### src/rtl/ecc_ctl_pkg.sv
package ecc_ctl_pkg;

    localparam int NUM_MEM  = 5;
    localparam int XLEN     = 32;
    localparam int CODE_W   = 8;
    localparam int SEL_BIT  = CODE_W;
    localparam int COR_BASE = 16;
    localparam int UNC_BASE = 24;

    localparam logic [11:0] A_ILM   = 12'h7C0;
    localparam logic [11:0] A_DLM   = 12'h7C1;
    localparam logic [11:0] A_INJ   = 12'h7C2;
    localparam logic [11:0] A_CACHE = 12'h7CA;
    localparam logic [11:0] A_TLB   = 12'h7DD;
    localparam logic [11:0] A_LOCK  = 12'h7DE;

    typedef enum logic [2:0] {
        M_ILM    = 3'd0,
        M_DLM    = 3'd1,
        M_ICACHE = 3'd2,
        M_DCACHE = 3'd3,
        M_TLB    = 3'd4
    } mem_id_e;

    typedef enum logic {
        LK_OPEN   = 1'b0,
        LK_SEALED = 1'b1
    } lock_state_e;

    // Address of the control register that carries memory m's enables.
    function automatic logic [11:0] ctl_addr(input int m);
        case (m)
            int'(M_ILM):    return A_ILM;
            int'(M_DLM):    return A_DLM;
            int'(M_ICACHE): return A_CACHE;
            int'(M_DCACHE): return A_CACHE;
            default:        return A_TLB;
        endcase
    endfunction

    // Bit position of memory m's ECC enable inside its control register.
    function automatic int ctl_base(input int m);
        return (m == int'(M_DCACHE)) ? 2 : 0;
    endfunction

endpackage

### src/rtl/ecc_ctl_lock_fsm.sv
module ecc_ctl_lock_fsm
    import ecc_ctl_pkg::*;
(
    input  logic clk,
    input  logic rst_n,
    input  logic seal_wr,
    output logic sealed
);

    lock_state_e state_q;
    lock_state_e state_d;

    always_ff @(posedge clk or negedge rst_n) begin
        if (!rst_n) begin
            state_q <= LK_OPEN;
        end else begin
            state_q <= state_d;
        end
    end

    always_comb begin
        state_d = state_q;
        sealed  = 1'b0;
        unique case (state_q)
            LK_OPEN: begin
                if (seal_wr) begin
                    state_d = LK_SEALED;
                end
            end
            LK_SEALED: begin
                sealed = 1'b1;
            end
            default: begin
                state_d = LK_SEALED;
            end
        endcase
    end

endmodule

### src/rtl/ecc_ctl_flags.sv
module ecc_ctl_flags #(
    parameter int N = 5
) (
    input  logic         clk,
    input  logic         rst_n,
    input  logic [N-1:0] evt,
    input  logic         clr_wr,
    input  logic [N-1:0] keep,
    output logic [N-1:0] flags
);

    for (genvar i = 0; i < N; i++) begin : g_flag
        always_ff @(posedge clk or negedge rst_n) begin
            if (!rst_n) begin
                flags[i] <= 1'b0;
            end else if (evt[i]) begin
                flags[i] <= 1'b1;
            end else if (clr_wr && !keep[i]) begin
                flags[i] <= 1'b0;
            end
        end
    end

endmodule

### src/rtl/ecc_ctl_trap_gate.sv
module ecc_ctl_trap_gate #(
    parameter int N = 5
) (
    input  logic         clk,
    input  logic         rst_n,
    input  logic [N-1:0] dbe,
    input  logic [N-1:0] trap_ok,
    input  logic [N-1:0] en,
    input  logic [N-1:0] xen,
    output logic [N-1:0] req
);

    for (genvar i = 0; i < N; i++) begin : g_gate
        always_ff @(posedge clk or negedge rst_n) begin
            if (!rst_n) begin
                req[i] <= 1'b0;
            end else begin
                req[i] <= dbe[i] && trap_ok[i] && en[i] && xen[i];
            end
        end
    end

endmodule

### src/rtl/ecc_ctl_regs.sv
module ecc_ctl_regs
    import ecc_ctl_pkg::*;
(
    input  logic                 clk,
    input  logic                 rst_n,
    input  logic                 csr_req,
    input  logic                 csr_we,
    input  logic [11:0]          csr_addr,
    input  logic [XLEN-1:0]      csr_wdata,
    output logic                 csr_hit,
    output logic                 csr_rvalid,
    output logic [XLEN-1:0]      csr_rdata,
    input  logic [NUM_MEM-1:0]   sbe_evt,
    input  logic [NUM_MEM-1:0]   dbe_evt,
    input  logic [NUM_MEM-1:0]   dbe_trap_ok,
    output logic [NUM_MEM-1:0]   ecc_en,
    output logic [CODE_W-1:0]    inj_code,
    output logic                 inj_sel,
    output logic [NUM_MEM-1:0]   exc_req,
    output logic                 ecc_locked
);

    logic                sealed;
    logic                write_ok;
    logic                read_go;
    logic                inj_wr;
    logic                seal_wr;
    logic [NUM_MEM-1:0]  en_q;
    logic [NUM_MEM-1:0]  xen_q;
    logic [NUM_MEM-1:0]  cor_q;
    logic [NUM_MEM-1:0]  unc_q;
    logic [CODE_W-1:0]   code_q;
    logic                sel_q;
    logic [XLEN-1:0]     rd_mux;
    logic                unused_wdata;

    assign unused_wdata = ^csr_wdata;

    // Address decode
    always_comb begin
        case (csr_addr)
            A_ILM, A_DLM, A_INJ, A_CACHE, A_TLB, A_LOCK: csr_hit = 1'b1;
            default:                                      csr_hit = 1'b0;
        endcase
    end

    assign write_ok = csr_req && csr_we && csr_hit && !sealed;
    assign read_go  = csr_req && !csr_we;
    assign inj_wr   = write_ok && (csr_addr == A_INJ);
    assign seal_wr  = write_ok && (csr_addr == A_LOCK) && csr_wdata[0];

    ecc_ctl_lock_fsm u_lock (
        .clk     (clk),
        .rst_n   (rst_n),
        .seal_wr (seal_wr),
        .sealed  (sealed)
    );

    // Per-memory enable pairs
    for (genvar m = 0; m < NUM_MEM; m++) begin : g_ctl
        logic wr_this;
        assign wr_this = write_ok && (csr_addr == ctl_addr(m));
        always_ff @(posedge clk or negedge rst_n) begin
            if (!rst_n) begin
                en_q[m]  <= 1'b0;
                xen_q[m] <= 1'b0;
            end else if (wr_this) begin
                en_q[m]  <= csr_wdata[ctl_base(m)];
                xen_q[m] <= csr_wdata[ctl_base(m) + 1];
            end
        end
    end

    // Injection code and select
    always_ff @(posedge clk or negedge rst_n) begin
        if (!rst_n) begin
            code_q <= '0;
            sel_q  <= 1'b0;
        end else if (inj_wr) begin
            code_q <= csr_wdata[CODE_W-1:0];
            sel_q  <= csr_wdata[SEL_BIT];
        end
    end

    // Sticky status flags
    ecc_ctl_flags #(.N(NUM_MEM)) u_cor (
        .clk    (clk),
        .rst_n  (rst_n),
        .evt    (sbe_evt),
        .clr_wr (inj_wr),
        .keep   (csr_wdata[COR_BASE +: NUM_MEM]),
        .flags  (cor_q)
    );

    ecc_ctl_flags #(.N(NUM_MEM)) u_unc (
        .clk    (clk),
        .rst_n  (rst_n),
        .evt    (dbe_evt),
        .clr_wr (inj_wr),
        .keep   (csr_wdata[UNC_BASE +: NUM_MEM]),
        .flags  (unc_q)
    );

    // Trap request gating
    ecc_ctl_trap_gate #(.N(NUM_MEM)) u_gate (
        .clk     (clk),
        .rst_n   (rst_n),
        .dbe     (dbe_evt),
        .trap_ok (dbe_trap_ok),
        .en      (en_q),
        .xen     (xen_q),
        .req     (exc_req)
    );

    // Read mux
    always_comb begin
        rd_mux = '0;
        if (csr_addr == A_INJ) begin
            rd_mux[CODE_W-1:0]           = code_q;
            rd_mux[SEL_BIT]              = sel_q;
            rd_mux[COR_BASE +: NUM_MEM]  = cor_q;
            rd_mux[UNC_BASE +: NUM_MEM]  = unc_q;
        end else if (csr_addr == A_LOCK) begin
            rd_mux[0] = sealed;
        end else begin
            for (int m = 0; m < NUM_MEM; m++) begin
                if (csr_addr == ctl_addr(m)) begin
                    rd_mux[ctl_base(m)]     = en_q[m];
                    rd_mux[ctl_base(m) + 1] = xen_q[m];
                end
            end
        end
    end

    always_ff @(posedge clk or negedge rst_n) begin
        if (!rst_n) begin
            csr_rvalid <= 1'b0;
            csr_rdata  <= '0;
        end else begin
            csr_rvalid <= read_go;
            csr_rdata  <= read_go ? rd_mux : '0;
        end
    end

    assign ecc_en     = en_q;
    assign inj_code   = code_q;
    assign inj_sel    = sel_q;
    assign ecc_locked = sealed;

endmodule

### config.mk
export PLATFORM = sky130hd
export DESIGN_NAME = ecc_ctl_regs
export DESIGN_NICKNAME = d
export VERILOG_FILES = /design/src/rtl/ecc_ctl_pkg.sv /design/src/rtl/ecc_ctl_lock_fsm.sv /design/src/rtl/ecc_ctl_flags.sv /design/src/rtl/ecc_ctl_trap_gate.sv /design/src/rtl/ecc_ctl_regs.sv
export SDC_FILE = /design/constraint.sdc
export NUM_CORES = 1
export LEC_CHECK = 0
export BUFFER_PORTS_ARGS = -buffer_cell sky130_fd_sc_hd__buf_2
export CAP_MARGIN = 30
export CELL_PAD_IN_SITES_DETAIL_PLACEMENT = 0
export CELL_PAD_IN_SITES_GLOBAL_PLACEMENT = 2
export CORE_ASPECT_RATIO = 0.5
export CORE_UTILIZATION = 30
export DETAILED_ROUTE_END_ITERATION = 6
export GPL_TIMING_DRIVEN = 0
export PLACE_DENSITY_LB_ADDON = 0.1
export SLEW_MARGIN = 20
export SYNTH_ARGS = -nofsm -noshare
export SYNTH_HDL_FRONTEND = slang
export SYNTH_SLANG_ARGS = --single-unit
export TNS_END_PERCENT = 1
### constraint.sdc
create_clock -name clk -period 2.18 [get_ports clk]
set_clock_uncertainty 0.1 [all_clocks]
set_input_delay 0.436 -clock clk [delete_from_list [all_inputs] [get_ports clk]]
set_output_delay 0.436 -clock clk [all_outputs]
set_load 0.02 [all_outputs]
==> flow_summary.yaml <==
outcome:
  status: "completed"
layout:
  register_area_sq_um: 1380
  n_antenna_cell: 0
  final_nets: 358
  area_growth_pct: 31.5
  drive_gt1_share_pct: 49.7
  fillers: 773
  design_area_sq_um: 3240
  multi_input_area_sq_um: 987
placed_design:
  dpl-instance-area_sq_um: 3090
  hpwl_um: 4310
  io_buffers: 88
  place_congestion: 0.759
drt:
  routed_wl_um: 5650
  drt_iter0_drc: 44
  drtAntennaViolNets: 0
  num_vias: 1802
  drt_pass1_iterations: 5
  post_drt_wl_per_cell_um: 14.0
  drc: 0
  detail_route.vias_per_cell: 4.46
sta:
  tightest_slew_ns: 0.697
  finalMaxSlewViolations: 0
  slew_headroom_pct: 53.6
  min_period_ns: 2.08
  timing_hold_violations_final: 0
  timing.final.crit_share_pct: 95.3
  holdWs_ns: 0.0861
  clock.fmax_mhz: 481
  finalSetupViolCount: 0
  rsz0062_at_grt: "no"
setup_path:
  critPathLaunchType: "primary input"
  cp.arrival_ns: 1.54
  required_ns: 1.64
  crit_type: "primary input to output port"
  cp-end-kind: "output port"
  worstPathMaxFanout: 4
  reg2reg_slack_ns: 0.49
hold_path:
  min_path_type: "primary input to asynchronous set/reset pin"
clock_network:
  clock_sinks: 55
  cts_inserted_buffers: 5
  clk_pin_slew_ns: 0.07
  cts_max_path_buffers: 2
  cts-hold-fix-buffers: 0
  post_cts_buffers: 0
  htree_num_levels: 2
  clock-root-buffer: "clkbuf_16"
  clkLatencyLatePin_ns: 0.29
  cts_tree: "yes"
power_and_ir_drop:
  total_power_mw: 1.99
  p_leak_nw: 1.73
  power_density_nw_per_um2: 615
  peakVddDrop_uv: 344
die:
  coreArea_sq_um: 7620
  rows: 22
  die_y_um: 66.1
  start_util_pct: 32.3
  io_pins: 117
  dieArea_sq_um: 8610
  die_w_um: 130
synth:
  synth_most_common_cell: "dfrtp_1"
  yosysWarnings: 0
  synth_common_cells: "dfrtp_1 (55), mux2_2 (19), and2_1 (17)"
  synth.distinct_cells: 43
  ys_ff_latch: 55
  synth_top_area_share_pct: 55.8
  synth_seq_area_share_pct: 55.8
  yosys.area.top_type: "dfrtp_1"
  syn_avg_cell_area_sq_um: 13.1
  synth_edf_count: 0
  yosys-top-cells-area: "dfrtp_1 (56%), mux2_2 (8.7%), and2_1 (4.3%), buf_4 (4.0%), o31ai_1 (3.0%)"
  ys.flop_type: "dfrtp_1"
  synth_cells: 188
  netlist_area_sq_um: 2470
  async_flop_share_pct: 100
global_route:
  first_global_vias: 1748
  grt_usage_pct: 14.2
  grt_pass1_wl_um: 9050
  grt_max_degree: 56
  antenna_found_initial: 0
  overflow: 0
run:
  cap_violations: 0
[report_power, final]
part | leakage (nW) | internal [mW] | switching [mW] | total, mW
sequential | 0.715 | 1.02 | 0.000903 | 1.02
combinational | 0.937 | 0.0655 | 0.0940 | 0.160
clock | 0.0741 | 0.460 | 0.352 | 0.813
[placed cells by master, fill, tap and decap left out, drive strengths merged]
master / n
mux2i: 3
nand4: 3
and3: 2
and3b: 1
o31ai: 10
or2: 1
conb: 13
and4: 6
nand3b: 1
a32o: 2
nand2b: 10
and2: 18
inv: 1
mux2: 19
o211a: 1
nor4b: 1
a21o: 1
clkinv: 1
nor2b: 2
nor3: 4
buf: 106
a221oi: 1
o21bai: 1
nor2: 7
o21ai: 4
nand4b: 1
a32oi: 1
nand2: 4
and4b: 3
a221o: 1
clkbuf: 7
nand3: 4
a21oi: 1
dfrtp: 55
[registers in the layout (all words and copies together), names as in the netlist]
name / flops
csr_rdata: 19
inj_code: 8
ecc_en: 5
u_cor.flags: 5
u_gate.req: 5
u_unc.flags: 5
xen_q: 5
csr_rvalid: 1
inj_sel: 1
u_lock.state_q: 1
[final timing paths]
path / from / to / cells past startpoint
max in group asynchronous: rst_n / csr_rdata[2] / 1
hold reg to reg: u_unc.flags[3] / csr_rdata[27] / 1
hold / removal: rst_n / csr_rdata[19] / 1
min in group clk: sbe_evt[3] / u_cor.flags[3] / 2
setup / recovery: csr_addr[11] / csr_hit / 6
setup reg to reg: u_lock.state_q / u_unc.flags[0] / 4
[area by class of cell]
cell class / count / area share, %
repair buffers: 88 / 13.7
multi-input cells: 126 / 30.4
plain buffers: 18 / 4.51
clock buffers: 7 / 4.40
flip-flops and latches: 55 / 42.4
well taps: 108 / 4.17
clock inverters: 1 / 0.270
inverters: 1 / 0.116
[stage by stage]
| step | std cells | util [%] | setup TNS [ns] | worst slack, ns |
|---|---|---|---|---|
| final | 404 | 42.5 | 0 | 0.101 |
| after global routing | 404 | 42.5 | 0 | 0.0525 |
| after CTS | 404 | 42.5 | 0 | 0.0999 |
| after detailed placement | 396 | 40.5 | -0.0338 | -0.0338 |
| after global placement | 396 | 40.5 | -0.0903 | -0.0903 |
| after floorplan | 200 | - | 0 | 0.0968 |
[worst max-delay path, cell delays in order]
cell     delay, ns
buf_2         0.10
and4b_4       0.36
and2_1        0.22
a32oi_1       0.08
o21ai_0       0.15
buf_2         0.19
[what timing repair did]
item,CTS,global route
hold endpoints to repair,0,0
setup endpoints to repair,1,0
resized for setup,1,0
[cells by family after synthesis]
group | Yosys count | synth area share (%)
AOI/OAI and AO/OA | 23 | 7.00
buffers and inverters | 19 | 6.09
DFF | 55 | 55.8
muxes | 22 | 9.89
other | 1 | 0.152
and+or+nand+nor | 68 | 21.1
[per-layer routing]
layer | part of all wire [%] | track usage, % | wire length [um]
met1 | 48 | 18.7 | 2740
met2 | 44 | 22.9 | 2470
met3 | 6.7 | 3.32 | 378
met4 | 1.0 | 4.80 | 59
met5 | 0 | 0 | 0
Power figures use the tool's default switching activity.
